===== config.mk =====
export PLATFORM = sky130hd
export DESIGN_NAME = dport_bank_regfile
export DESIGN_NICKNAME = d
export VERILOG_FILES = /design/src/rtl/dpr_pkg.sv /design/src/rtl/dpr_bank.sv /design/src/rtl/dpr_frame_shape.sv /design/src/rtl/dport_bank_regfile.sv
export SDC_FILE = /design/constraint.sdc
export NUM_CORES = 1
export LEC_CHECK = 0
export BUFFER_PORTS_ARGS = -buffer_cell sky130_fd_sc_hd__buf_2
export CORE_ASPECT_RATIO = 0.75
export CORE_MARGIN = 1
export CORE_UTILIZATION = 30
export DETAILED_ROUTE_END_ITERATION = 8
export GPL_TIMING_DRIVEN = 0
export PLACE_DENSITY = 0.49
export SLEW_MARGIN = 30
export SYNTH_ARGS = -nofsm -noshare
export SYNTH_HDL_FRONTEND = slang
export SYNTH_SLANG_ARGS = --single-unit
export TNS_END_PERCENT = 20

===== constraint.sdc =====
create_clock -name clk -period 2.1 [get_ports clk]
set_input_delay 0.21 -clock clk [delete_from_list [all_inputs] [get_ports clk]]
set_output_delay 0.21 -clock clk [all_outputs]
set_load 0.01 [all_outputs]

===== src/rtl/dpr_pkg.sv =====
package dpr_pkg;
  localparam int REG_W     = 8;
  localparam int NUM_BANKS = 2;
  localparam int IDX_W     = 4;
  localparam int LAST_IDX  = 9;

  localparam logic [IDX_W-1:0] IX_FSHAPE = 4'd0;
  localparam logic [IDX_W-1:0] IX_CHEN   = 4'd1;
  localparam logic [IDX_W-1:0] IX_SI_LO  = 4'd2;
  localparam logic [IDX_W-1:0] IX_SI_HI  = 4'd3;
  localparam logic [IDX_W-1:0] IX_OFF1   = 4'd4;
  localparam logic [IDX_W-1:0] IX_OFF2   = 4'd5;
  localparam logic [IDX_W-1:0] IX_BGRP   = 4'd6;
  localparam logic [IDX_W-1:0] IX_BPKG   = 4'd7;
  localparam logic [IDX_W-1:0] IX_HCTL   = 4'd8;
  localparam logic [IDX_W-1:0] IX_LANE   = 4'd9;

  typedef struct packed {
    logic [REG_W-1:0]   fshape;
    logic [REG_W-1:0]   chen;
    logic [2*REG_W-1:0] sint;
    logic [REG_W-1:0]   off1;
    logic [REG_W-1:0]   off2;
    logic [REG_W-1:0]   bgrp;
    logic [REG_W-1:0]   bpkg;
    logic [REG_W-1:0]   hctl;
    logic [REG_W-1:0]   lane;
  } bank_t;

  function automatic logic [8:0] row_count(input logic [4:0] idx);
    case (idx)
      5'd0:  return 9'd48;
      5'd1:  return 9'd50;
      5'd2:  return 9'd60;
      5'd3:  return 9'd64;
      5'd4:  return 9'd75;
      5'd5:  return 9'd80;
      5'd6:  return 9'd125;
      5'd7:  return 9'd147;
      5'd8:  return 9'd96;
      5'd9:  return 9'd100;
      5'd10: return 9'd120;
      5'd11: return 9'd128;
      5'd12: return 9'd150;
      5'd13: return 9'd160;
      5'd14: return 9'd250;
      5'd16: return 9'd192;
      5'd17: return 9'd200;
      5'd18: return 9'd240;
      5'd19: return 9'd256;
      5'd20: return 9'd72;
      5'd21: return 9'd144;
      5'd22: return 9'd90;
      5'd23: return 9'd180;
      default: return 9'd0;
    endcase
  endfunction

  function automatic logic [REG_W-1:0] field_read(input bank_t b, input logic [IDX_W-1:0] ix);
    case (ix)
      IX_FSHAPE: return b.fshape;
      IX_CHEN:   return b.chen;
      IX_SI_LO:  return b.sint[REG_W-1:0];
      IX_SI_HI:  return b.sint[2*REG_W-1:REG_W];
      IX_OFF1:   return b.off1;
      IX_OFF2:   return b.off2;
      IX_BGRP:   return b.bgrp;
      IX_BPKG:   return b.bpkg;
      IX_HCTL:   return b.hctl;
      IX_LANE:   return b.lane;
      default:   return '0;
    endcase
  endfunction
endpackage


===== src/rtl/dpr_bank.sv =====
module dpr_bank
  import dpr_pkg::*;
#(
  parameter bit HAS_BPKG = 1'b1
) (
  input  logic             clk,
  input  logic             rst_n,
  input  logic             wr_en,
  input  logic [IDX_W-1:0] wr_idx,
  input  logic [REG_W-1:0] wr_data,
  output bank_t            regs
);
  bank_t q;

  always_ff @(posedge clk or negedge rst_n) begin
    if (!rst_n) begin
      q <= '0;
    end else if (wr_en) begin
      case (wr_idx)
        IX_FSHAPE: q.fshape <= wr_data;
        IX_CHEN:   q.chen <= wr_data;
        IX_SI_LO:  q.sint[REG_W-1:0] <= wr_data;
        IX_SI_HI:  q.sint[2*REG_W-1:REG_W] <= wr_data;
        IX_OFF1:   q.off1 <= wr_data;
        IX_OFF2:   q.off2 <= wr_data;
        IX_BGRP:   q.bgrp <= wr_data;
        IX_BPKG:   if (HAS_BPKG) q.bpkg <= wr_data;
        IX_HCTL:   q.hctl <= wr_data;
        IX_LANE:   q.lane <= wr_data;
        default:   ;
      endcase
    end
  end

  assign regs = q;
endmodule


===== src/rtl/dpr_frame_shape.sv =====
module dpr_frame_shape
  import dpr_pkg::*;
(
  input  logic [REG_W-1:0] fshape,
  output logic [8:0]       rows,
  output logic [4:0]       cols
);
  assign rows = row_count(fshape[7:3]);
  assign cols = ({2'b00, fshape[2:0]} + 5'd1) << 1;
endmodule


===== src/rtl/dport_bank_regfile.sv =====
module dport_bank_regfile
  import dpr_pkg::*;
#(
  parameter int PORT_NUM = 1
) (
  input  logic             clk,
  input  logic             rst_n,
  input  logic             frame_sync,
  input  logic             acc_valid,
  output logic             acc_ready,
  input  logic             acc_write,
  input  logic [7:0]       acc_addr,
  input  logic [REG_W-1:0] acc_wdata,
  output logic             rsp_valid,
  input  logic             rsp_ready,
  output logic [REG_W-1:0] rsp_data,
  output logic             active_bank,
  output logic             switch_pending,
  output logic [8:0]       frame_rows,
  output logic [4:0]       frame_cols,
  output logic [REG_W-1:0] act_ch_en,
  output logic [15:0]      act_sample_interval,
  output logic [REG_W-1:0] act_offset1,
  output logic [REG_W-1:0] act_offset2,
  output logic [REG_W-1:0] act_blk_grp,
  output logic [REG_W-1:0] act_blk_pkg,
  output logic [3:0]       act_hstart,
  output logic [3:0]       act_hstop,
  output logic [REG_W-1:0] act_lane,
  output logic [1:0]       port_data_mode,
  output logic [1:0]       port_flow_mode,
  output logic [REG_W-1:0] word_len
);
  localparam bit HAS_BPKG = (PORT_NUM != 0);
  localparam logic [3:0] PAGE_GLOBAL = 4'h0;
  localparam logic [3:0] PAGE_BANK0  = 4'h1;
  localparam logic [3:0] PAGE_BANK1  = 4'h2;

  logic [3:0]       page;
  logic [IDX_W-1:0] idx;
  logic             fire, wr, rd;
  logic             bank_hit, sel_bank, arm, do_switch;
  logic [3:0]       pctl_q;
  logic [REG_W-1:0] wlen_q;
  logic [REG_W-1:0] rd_val;
  bank_t            bank_q [NUM_BANKS];
  bank_t            act;

  assign page      = acc_addr[7:4];
  assign idx       = acc_addr[3:0];
  assign acc_ready = !rsp_valid || rsp_ready;
  assign fire      = acc_valid && acc_ready;
  assign wr        = fire && acc_write;
  assign rd        = fire && !acc_write;
  assign bank_hit  = (page == PAGE_BANK0 || page == PAGE_BANK1) && (idx <= 4'(LAST_IDX));
  assign sel_bank  = (page == PAGE_BANK1);
  assign arm       = wr && bank_hit && (idx == IX_FSHAPE) && (sel_bank != active_bank);
  assign do_switch = frame_sync && switch_pending;

  for (genvar g = 0; g < NUM_BANKS; g++) begin : g_bank
    dpr_bank #(.HAS_BPKG(HAS_BPKG)) u_bank (
      .clk     (clk),
      .rst_n   (rst_n),
      .wr_en   (wr && bank_hit && (sel_bank == 1'(g))),
      .wr_idx  (idx),
      .wr_data (acc_wdata),
      .regs    (bank_q[g])
    );
  end

  // Bank-swap control: a switch in the same cycle as an arming write
  // makes the written bank active, so that write leaves nothing armed.
  always_ff @(posedge clk or negedge rst_n) begin
    if (!rst_n) begin
      active_bank    <= 1'b0;
      switch_pending <= 1'b0;
    end else begin
      if (do_switch) active_bank <= !active_bank;
      switch_pending <= do_switch ? 1'b0 : (switch_pending || arm);
    end
  end

  always_ff @(posedge clk or negedge rst_n) begin
    if (!rst_n) begin
      pctl_q <= '0;
      wlen_q <= '0;
    end else if (wr && page == PAGE_GLOBAL) begin
      if (idx == 4'd0) pctl_q <= acc_wdata[3:0];
      if (idx == 4'd1) wlen_q <= acc_wdata;
    end
  end

  always_comb begin
    rd_val = '0;
    if (bank_hit) begin
      rd_val = field_read(bank_q[sel_bank], idx);
    end else if (page == PAGE_GLOBAL) begin
      if (idx == 4'd0) rd_val = {4'b0000, pctl_q};
      if (idx == 4'd1) rd_val = wlen_q;
    end
  end

  always_ff @(posedge clk or negedge rst_n) begin
    if (!rst_n) begin
      rsp_valid <= 1'b0;
      rsp_data  <= '0;
    end else if (rd) begin
      rsp_valid <= 1'b1;
      rsp_data  <= rd_val;
    end else if (rsp_ready) begin
      rsp_valid <= 1'b0;
    end
  end

  assign act = bank_q[active_bank];

  dpr_frame_shape u_shape (
    .fshape (act.fshape),
    .rows   (frame_rows),
    .cols   (frame_cols)
  );

  assign act_ch_en           = act.chen;
  assign act_sample_interval = act.sint;
  assign act_offset1         = act.off1;
  assign act_offset2         = act.off2;
  assign act_blk_grp         = act.bgrp;
  assign act_blk_pkg         = act.bpkg;
  assign act_hstart          = act.hctl[7:4];
  assign act_hstop           = act.hctl[3:0];
  assign act_lane            = act.lane;
  assign port_flow_mode      = pctl_q[1:0];
  assign port_data_mode      = pctl_q[3:2];
  assign word_len            = wlen_q;
endmodule


==> flow_metrics.py <==
metrics = {
    "global_route": {
        "grt_remaining_overflow": 0,
        "first_global_vias": 7638,
        "grt_max_degree": 68,
        "grt.busiest_layer": "met1",
        "grt_pass1_wl_um": 53100,
        "antenna_found_initial": 0,
        "track_usage": 0.219,
        "gr-usage-met1": 0.344,
        "grt_use_met2": 0.306,
        "grt_use_met3": 0.0372,
    },
    "route": {
        "drc": 0,
        "antenna_left": 0,
        "viasPerCell": 5.28,
        "vias": 7873,
        "drt_pre_antenna_iters": 5,
        "wl_per_cell_um": 24.7,
        "drtIter0Drc": 610,
        "drt-total-wl_um": 36800,
    },
    "synthesis": {
        "seq_area_frac_synth": 0.457,
        "synth-edff-count": 0,
        "synth_flop_cell": "dfrtp_1",
        "async_flop_share": 1.00,
        "yosys_warnings": 0,
        "syn_area_um2": 10000,
        "synth_nets": 889,
        "syn_avg_cell_area_um2": 11.6,
        "synth_top_area_share": 0.457,
        "synth_area_leaders": "dfrtp_1 46%, mux2_2 27%, mux2i_1 4.6%",
        "syn_inst": 861,
        "yosys.cell_types.count": 46,
        "ys_ff_latch": 183,
        "netlist_top_cells_count": "239 x mux2_2, 183 x dfrtp_1, 119 x nand2_1",
        "synth_most_common_cell": "mux2_2",
        "synth_top_cell_by_area": "dfrtp_1",
    },
    "hold_path": {
        "min_path_type": "in -> reg",
    },
    "cells_and_area": {
        "nets": 1065,
        "fillers": 3190,
        "antenna_cells": 0,
        "stdcell_count": 1492,
        "synthToLayoutAreaGrowth_pct": 25.5,
        "drive_above_1_share": 0.492,
    },
    "power_and_ir_drop": {
        "power_density_nw_per_um2": 697,
        "comb_power_share": 0.196,
        "p_int_w": 0.00625,
        "vdd_drop_max_v": 0.000413,
        "switching_share": 0.286,
        "switching_power_w": 0.00251,
        "clockPowerShare": 0.384,
        "p_seq_frac": 0.420,
        "p_leak_nw": 6.15,
    },
    "timing": {
        "skew_ns": 0.0100,
        "setup_viol": 86,
        "fmax_mhz": 407,
        "slew_violations": 0,
        "post-route-min-period_ns": 2.46,
        "fin_crit_sh": 1.17,
        "slew_headroom": 0.326,
        "setup_ws_ns": -0.356,
        "tightest_slew_ns": 1.01,
        "finalHoldViolCount": 0,
        "rsz0062_at_grt": "true",
        "whs_ns": 0.0222,
    },
    "cts": {
        "cts_tree": "yes",
        "cts-root-buf": "clkbuf_16",
        "clk_pin_slew_ns": 0.07,
        "clk_latency_ns": 0.46,
        "cts.sinks": 183,
        "cts_buffers": 17,
        "cts_max_level": 4,
        "cts_buffer_depth": 2,
    },
    "worst_setup_path": {
        "path_class": "reg -> out",
        "crit_family": "buffers and inverters",
        "start_kind": "flip-flop",
        "slowest_delay_ns": 0.36,
        "crit_required_ns": 1.89,
        "crit_buf_inv": 5,
        "cp_slowest_cell": "dfrtp_1",
        "cp.arrival_ns": 2.25,
        "end_kind": "output port",
        "cp_max_fo": 4,
        "cp_cell_sequence": "buf_6 -> buf_12 -> mux2i_4 -> buf_6 -> buf_12 -> ha_4 -> nand2_1 -> nand3_1 -> o21ai_1 -> o22ai_1 -> buf_2",
    },
    "flow_run": {
        "drv_cap": 0,
    },
    "outcome": {
        "outcome": "finished with violations",
        "violations": "setup timing",
    },
    "placed_design": {
        "dp_cells": 1434,
        "place_congestion": 0.885,
        "port_buffers": 129,
        "hpwl_um": 26100,
    },
    "die": {
        "row_count": 57,
        "initial_core_util": 0.307,
        "dieArea_um2": 34100,
        "core_area_um2": 32600,
        "ios": 132,
        "die_x_um": 213,
        "die_y_um": 160,
    },
}
## cell families (layout without fill, tap and decap cells)
logic type / after synthesis / in the layout / synth area share
other cells: 1 / 1 / 0.000374
fa+ha+maj: 6 / 6 / 0.00750
simple gates: 203 / 203 / 0.114
buf+inv: 56 / 245 / 0.0284
flops: 183 / 183 / 0.457
mux: 293 / 293 / 0.324
xor+xnor: 4 / 4 / 0.00350
compound gates: 115 / 115 / 0.0647
## worst register-to-register path, stage by stage, from the launching register on
cell	delay (ns)
dfrtp_1	0.42
nand2b_4	0.14
nand4_1	0.20
nor3_2	0.86
mux2_2	0.42
## flip-flops by register name, summed over array words and instances (netlist names)
| register | count |
|---|---|
| g_bank.u_bank.regs | 160 |
| rsp_data | 8 |
| word_len | 8 |
| pctl_q | 4 |
| active_bank | 1 |
| rsp_valid | 1 |
| switch_pending | 1 |
## cell usage in the layout (no fill, tap or decap), drive strengths merged, types with 3 or more instances in the layout
cell type / n
nand2: 119
nor3: 11
mux2i: 46
nor2: 27
nor4: 17
a21oi: 60
o21ai: 18
xnor2: 3
a211o: 4
inv: 5
and3: 3
nand3b: 3
buf: 181
nor2b: 4
mux2: 247
nand3: 8
dlygate4sd3: 5
clkbuf: 47
a22oi: 3
o22ai: 20
a31oi: 4
dfrtp: 183
ha: 6
clkinv: 4
## cell type report
class	count	area, µm²	area share
clock buffers	25	505	0.0402
repair buffers	158	978	0.0779
flip-flops and latches	183	4580	0.365
well taps	442	553	0.0440
plain buffers	50	354	0.0282
multi-input cells	622	5480	0.436
inverters	5	18.8	0.00149
clock inverters	7	91.3	0.00727
## through the flow
step	area, µm²	utilization	setup slack [ns]	total power (W)	setup TNS (ns)
2_1_floorplan	10000	-	0.00764	0.00451	0
3_3_place_gp	11200	0.345	-2.52	0.00510	-519.94
3_5_place_dp	11300	0.347	-0.793	0.00511	-59.75
4_1_cts	12300	0.377	-0.338	0.00870	-9.75
5_1_grt	12600	0.385	-0.437	0.00902	-13.69
6_report	12600	0.385	-0.356	0.00876	-8.14
## worst paths after layout
kind	from	endpoint	slack, ns	cells after the start
max	active_bank	frame_rows[2]	-0.36	11
min in group asynchronous	rst_n	g_bank[0].u_bank.regs[34]	0.26	2
max in group asynchronous	rst_n	g_bank[1].u_bank.regs[72]	0.74	4
min	acc_wdata[1]	g_bank[1].u_bank.regs[1]	0.02	2
max reg2reg	rsp_valid	g_bank[0].u_bank.regs[76]	-0.06	4
min reg2reg	switch_pending	switch_pending	0.51	1
## power groups by stage
| stage | registers (W) | logic [W] | clock network (W) |
|---|---|---|---|
| final | 0.00368 | 0.00172 | 0.00336 |
| after global routing | 0.00368 | 0.00179 | 0.00354 |
| after CTS | 0.00367 | 0.00162 | 0.00341 |
| after detailed placement | 0.00374 | 0.00137 | 0 |
| after global placement | 0.00374 | 0.00136 | 0 |
| after floorplan | 0.00373 | 0.000781 | 0 |
## routing by layer
layer,share of wire,routed length [µm]
met1,0.51,18800
met2,0.43,15800
met3,0.050,1850
met4,0.011,388
met5,0,0
## what timing repair did
action,4_1_cts,5_1_grt
cloned,0,0
endpoints found under the hold margin,56,0
buffers inserted,8,14
resized for setup,75,36
pin swaps,10,10
setup endpoints to repair,253,123
hold buffers,5,0
No activity file was read; power rests on OpenSTA's default activity.
